[src/rtl/sram_pkg.sv]
package sram_pkg;
  localparam int LANE_W    = 8;
  localparam int NUM_LANES = 2;
  localparam int DATA_W    = LANE_W * NUM_LANES;

  typedef enum logic [1:0] {
    OP_STANDBY = 2'b00,
    OP_READ    = 2'b01,
    OP_WRITE   = 2'b10,
    OP_OFF     = 2'b11
  } opKind_e;

  typedef struct packed {
    logic [NUM_LANES-1:0] wrLane;
    logic [NUM_LANES-1:0] rdLane;
    opKind_e              op;
  } ctrlStrobe_t;
endpackage

[src/rtl/sram_ctrl.sv]
module sram_ctrl
  import sram_pkg::*;
(
  input  logic        cs1N,
  input  logic        cs2,
  input  logic        weN,
  input  logic        oeN,
  input  logic        lbN,
  input  logic        ubN,
  output ctrlStrobe_t strobe
);
  logic                 chipSel;
  logic [NUM_LANES-1:0] laneSel;

  assign chipSel = ~cs1N & cs2;
  assign laneSel = {~ubN, ~lbN};

  always_comb begin
    strobe = '{wrLane: '0, rdLane: '0, op: OP_STANDBY};
    if (chipSel && (laneSel != '0)) begin
      if (!weN) begin
        strobe.op     = OP_WRITE;
        strobe.wrLane = laneSel;
      end else if (!oeN) begin
        strobe.op     = OP_READ;
        strobe.rdLane = laneSel;
      end else begin
        strobe.op = OP_OFF;
      end
    end
  end
endmodule

[src/rtl/sram_datapath.sv]
module sram_datapath
  import sram_pkg::*;
#(
  parameter int ADDR_W = 8,
  parameter int COL_W  = 3
) (
  input  logic                 clk,
  input  logic                 rst_n,
  input  logic [ADDR_W-1:0]    addr,
  input  logic [DATA_W-1:0]    dataIn,
  input  ctrlStrobe_t          strobe,
  output logic [DATA_W-1:0]    dataOut,
  output logic [NUM_LANES-1:0] laneOe,
  output logic [1:0]           opStatus
);
  localparam int ROW_W    = ADDR_W - COL_W;
  localparam int NUM_ROWS = 1 << ROW_W;
  localparam int NUM_COLS = 1 << COL_W;

  logic [ROW_W-1:0] rowIdx;
  logic [COL_W-1:0] colIdx;

  assign rowIdx = addr[ADDR_W-1:COL_W];
  assign colIdx = addr[COL_W-1:0];

  for (genvar ln = 0; ln < NUM_LANES; ln++) begin : gLane
    logic [LANE_W-1:0] laneMem [NUM_ROWS][NUM_COLS];

    always_ff @(posedge clk) begin
      if (strobe.wrLane[ln])
        laneMem[rowIdx][colIdx] <= dataIn[ln*LANE_W +: LANE_W];
    end

    always_ff @(posedge clk or negedge rst_n) begin
      if (!rst_n) begin
        dataOut[ln*LANE_W +: LANE_W] <= '0;
        laneOe[ln]                   <= 1'b0;
      end else begin
        laneOe[ln] <= strobe.rdLane[ln];
        dataOut[ln*LANE_W +: LANE_W] <= strobe.rdLane[ln]
                                        ? laneMem[rowIdx][colIdx] : '0;
      end
    end
  end

  always_ff @(posedge clk or negedge rst_n) begin
    if (!rst_n) opStatus <= OP_STANDBY;
    else        opStatus <= strobe.op;
  end
endmodule

[src/rtl/byte_lane_sram.sv]
module byte_lane_sram
  import sram_pkg::*;
#(
  parameter int ADDR_W = 8,
  parameter int COL_W  = 3
) (
  input  logic              clk,
  input  logic              rst_n,
  input  logic [ADDR_W-1:0] addr,
  input  logic              cs1N,
  input  logic              cs2,
  input  logic              weN,
  input  logic              oeN,
  input  logic              lbN,
  input  logic              ubN,
  input  logic [15:0]       dataIn,
  output logic [15:0]       dataOut,
  output logic [1:0]        laneOe,
  output logic [1:0]        opStatus
);
  ctrlStrobe_t strobe;

  sram_ctrl uCtrl (
    .cs1N  (cs1N),
    .cs2   (cs2),
    .weN   (weN),
    .oeN   (oeN),
    .lbN   (lbN),
    .ubN   (ubN),
    .strobe(strobe)
  );

  sram_datapath #(.ADDR_W(ADDR_W), .COL_W(COL_W)) uData (
    .clk     (clk),
    .rst_n   (rst_n),
    .addr    (addr),
    .dataIn  (dataIn),
    .strobe  (strobe),
    .dataOut (dataOut),
    .laneOe  (laneOe),
    .opStatus(opStatus)
  );
endmodule

[config.mk]
export PLATFORM = sky130hd
export DESIGN_NAME = byte_lane_sram
export DESIGN_NICKNAME = d
export VERILOG_FILES = /design/src/rtl/sram_pkg.sv /design/src/rtl/sram_ctrl.sv /design/src/rtl/sram_datapath.sv /design/src/rtl/byte_lane_sram.sv
export SDC_FILE = /design/constraint.sdc
export NUM_CORES = 2
export LEC_CHECK = 0
export BUFFER_PORTS_ARGS = -buffer_cell sky130_fd_sc_hd__buf_2
export CAP_MARGIN = 25
export CORE_MARGIN = 2
export CORE_UTILIZATION = 45
export DETAILED_ROUTE_END_ITERATION = 6
export PLACE_DENSITY = 0.58
export SYNTH_ARGS = -nofsm -noshare
export SYNTH_HDL_FRONTEND = slang
export SYNTH_SLANG_ARGS = --single-unit
[constraint.sdc]
create_clock -name clk -period 1.92 [get_ports clk]
set_input_delay 0.288 -clock clk [delete_from_list [all_inputs] [get_ports clk]]
set_output_delay 0.288 -clock clk [all_outputs]
set_load 0.02 [all_outputs]
==> results.md <==
- Period utilization: 1.102
- Fin area: ~200000 µm²
- Core Area: between 300000 and 400000 µm²
- Critical Path Sink Type: flip-flop
- Crit Path Max Fanout: 17
- Min-delay src: weN
- Net Sw Power: ~40000 µW
- Overflow after GRT: 0
- Num rows: about 220
- First-pass GRT wire length: about 650000 µm
- Reg2Reg Setup Slack: -0.16 ns
- Worst R2R Start: uData.gLane[1].laneMem[26][22]
- Ratio of cells with drive above 1 in the final layout: 0.2810
- Detailed-route DRC error count: 0
- Layout Cells excl Fill: about 15000
- Hold Violations, Final: 0
- WHS Path Cells: 5
- Failing checks: negative setup slack
- Cells after Synth: ~8800
- DIE WIDTH: roughly 600 µm
- Routability cong.: approximately 0.89
- Syn avg cell area: around 18 µm²
- Final Max Slew Viols: 0
- Worst Setup Start Kind: input port
- Worst Slack Setup Final: -0.1967 ns
- Worst VDD drop: between 0.7 and 0.8 mV
- Critical path start-end classification: in -> reg
- Worst min path class: in -> reg
- DRT antenna net count: 0
- DRT Pass-1 Iters: 5
- Worst skew pair latency: approximately 0.95 ns
- Clock buffer count from CTS: around 420
- Post-synth net total: around 8900
- Max-cap violations: 0
- Netlist Area Pre-Place: around 160000 µm²
- Count of state elements after synthesis: between 4000 and 5000
- Clk network pwr share: 0.428
- Die height: 596.9 µm
- CTS Buffer Depth: 4
- Fillers: around 26000
- Drt total wl: 463900 µm
- Placed cell areas: approximately 180000 µm²
- DP HPWL: 311800 µm
- Dpl cells: roughly 14000
- Relative slew margins: 0.3050
- RSZ-0062 raised after global routing: yes
- Fmax: between 400 and 500 MHz
- Area Growth Syn to Fin: 24.67%
- Sequential area share after synthesis: 0.7808
- Iter 0 DRT Violations: 9756
- All-layer global routing usage: 0.2556
- Via count: about 90000
- Die area: roughly 360000 µm²
- Num ports: 52
- Largest net degree at the start of global routing: 108
- Clock transition at path regs: approximately 0.06 ns
- H-tree depth: 5
- Gate power share: 0.056
- R2r worst-path depth: 8
- Worst clock skew: roughly 0.056 ns
- Setup-failing EPs final: 34
- Critical path arrival: 2.95 ns
- Total Nets Final: about 10000
- Synthesis Warnings: 0
- Pint: 150200 µW
- CTS sink cnt: approximately 4100
- Power density cells: ~970 nW/µm²
- Initial antenna violation count: 26
- Leak: about 0.07 µW
- Drt wl/cell: roughly 30 µm
- Worst Hold End: uData.laneOe[1]
- Switching part of the total: 0.2153
- Netlist cell types: 27
- Total power: roughly 190000 µW
- CP required: between 2 and 3 ns
- I/O Buffers: 51
- Status: complete, but fails checks
- Measured slew at the worst slew-check pin: slightly above 1 ns
- TritonCTS clock tree: yes
- Clock root cell: clkbuf_16
- Routed vias/inst: slightly below 6
- Initial Utilization: 0.4523
- FF-to-FF End: uData.dataOut[14]
- Vias in the first global route: between 80000 and 90000
- Sequential Power Share: 0.516
- Tmin final: approximately 2.1 ns
[cells in the final DEF, fill, tap and decap left out, types with 18 or more instances in the layout]
master	n
mux2i_2	45
a22oi_2	46
nor2_4	266
buf_2	18
clkbuf_16	422
mux2i_1	2003
o22ai_2	55
nand2_2	58
edfxtp_1	4096
o22ai_1	968
nor2_1	71
clkbuf_1	76
buf_4	1061
nor4_1	142
nor4_4	24
nand2_1	61
nor4_2	90
bufinv_16	53
buf_12	411
dlygate4sd3_1	26
clkinv_2	65
a22oi_1	18
nand2_4	50
nor2_2	181
clkinv_1	96
[worst max-delay path by stage]
stage | from | to | slack (ns) | cells past startpoint
floorplan | addr[0] | uData.gLane[0].laneMem[30][48] | -0.32 | 5
global placement | addr[4] | uData.dataOut[12] | -1.43 | 13
detailed placement | addr[4] | uData.dataOut[3] | -1.43 | 11
CTS | uData.gLane[1].laneMem[10][60] | uData.dataOut[12] | -0.19 | 9
global route | uData.gLane[0].laneMem[18][20] | uData.dataOut[4] | -0.20 | 9
finish | addr[4] | uData.dataOut[12] | -0.20 | 14
[synth_stat cells]
cell | number | area [µm²]
o22ai_1 | 1024 | 6406
and4b_1 | 1 | 10.01
dfrtp_1 | 20 | 500.5
nand2_1 | 177 | 664.4
a22oi_1 | 64 | 480.5
clkbuf_1 | 191 | 716.9
nand3_1 | 4 | 20.02
nand4bb_1 | 6 | 67.56
nand4b_1 | 4 | 35.03
nand4_1 | 17 | 106.4
nor2_1 | 518 | 1944
and3_1 | 2 | 12.51
buf_2 | 341 | 1707
and3b_1 | 3 | 26.28
nor2b_1 | 2 | 12.51
or4b_1 | 4 | 40.04
nand2b_1 | 2 | 12.51
nor4_1 | 256 | 1602
edfxtp_1 | 4096 | 123000
buf_1 | 14 | 52.55
buf_4 | 9 | 67.56
or4_1 | 1 | 7.510
mux2i_1 | 2048 | 20500
nor3b_1 | 5 | 37.54
buf_6 | 1 | 11.26
nor3_1 | 6 | 30.03
and2_1 | 17 | 106.4
[kinds of logic after synthesis]
logic type,count (synthesis),share of synthesized area
and+or+nand+nor,1025,0.02993
buffers and inverters,556,0.01615
DFF,4116,0.7808
muxes,2048,0.1296
AOI/OAI and AO/OA,1088,0.04354
[worst max-delay path, stage by stage]
cell and delay (ns):
buf_12 0.20, buf_16 0.21, buf_12 0.12, buf_12 0.14, buf_4 0.23, mux2i_1 0.24, o22ai_1 0.17, nor4_4 0.36
buf_4 0.20, nand2_2 0.05, a22oi_2 0.24, buf_4 0.16, nand4_1 0.06, and2_1 0.17
[metal layers]
metal / vias up / GRT usage / part of all wire
met3: 667 / 0.03394 / 0.071
met2: 3497 / 0.4111 / 0.47
met1: 46360 / 0.3629 / 0.42
met4: 0 / 0.08087 / 0.035
met5: - / 0 / 0
li1: 38480 / - / -
[what timing repair did]
| action | in CTS | in global routing |
|---|---|---|
| setup buffers | 0 | 5 |
| endpoints found under the setup margin | 32 | 26 |
| endpoints found under the hold margin | 3023 | 0 |
| pin swaps | 154 | 90 |
| gates cloned | 0 | 1 |
| hold buffers | 28 | 0 |
| gates resized for setup | 312 | 142 |
[state kept, by name, indices dropped and copies added (netlist names)]
signal               flops
uData.opStatus           2
uData.gLane.laneMem   4096
uData.laneOe             2
uData.dataOut           16
[metrics by stage]
stage | setup slack (ns) | hold slack (ns) | setup TNS (ns) | util
2_1_floorplan | -0.3173 | -0.007591 | -925.47 | -
3_3_place_gp | -1.426 | 0.3908 | -2081.69 | 0.5175
3_5_place_dp | -1.433 | 0.3869 | -2101.27 | 0.5175
4_1_cts | -0.1931 | 0.01885 | -2.860 | 0.5615
5_1_grt | -0.1993 | 0.04070 | -3.432 | 0.5639
6_report | -0.1967 | 0.07807 | -2.644 | 0.5639
[power by group through the flow]
stage               Combinational (µW)  Sequential (µW)  Clock, µW
floorplan                         3900           101000          0
global placement                  9940           101000          0
detailed placement               10100           101000          0
CTS                              10500            98800      82900
global route                     11100            98800      86500
finish                           10800            98800      81900
[cell type report]
type	instances	area [µm²]	area share
Antenna cell	8	20.02	0.0001015
Clock buffer	497	10820	0.05487
Clock inverter	265	2884	0.01463
Multi-Input combinational cell	4161	37130	0.1883
Sequential cell	4116	123500	0.6264
Tap cell	4599	5754	0.02918
Timing Repair Buffer	1552	17060	0.08649
(Power assumes the default switching activity.)
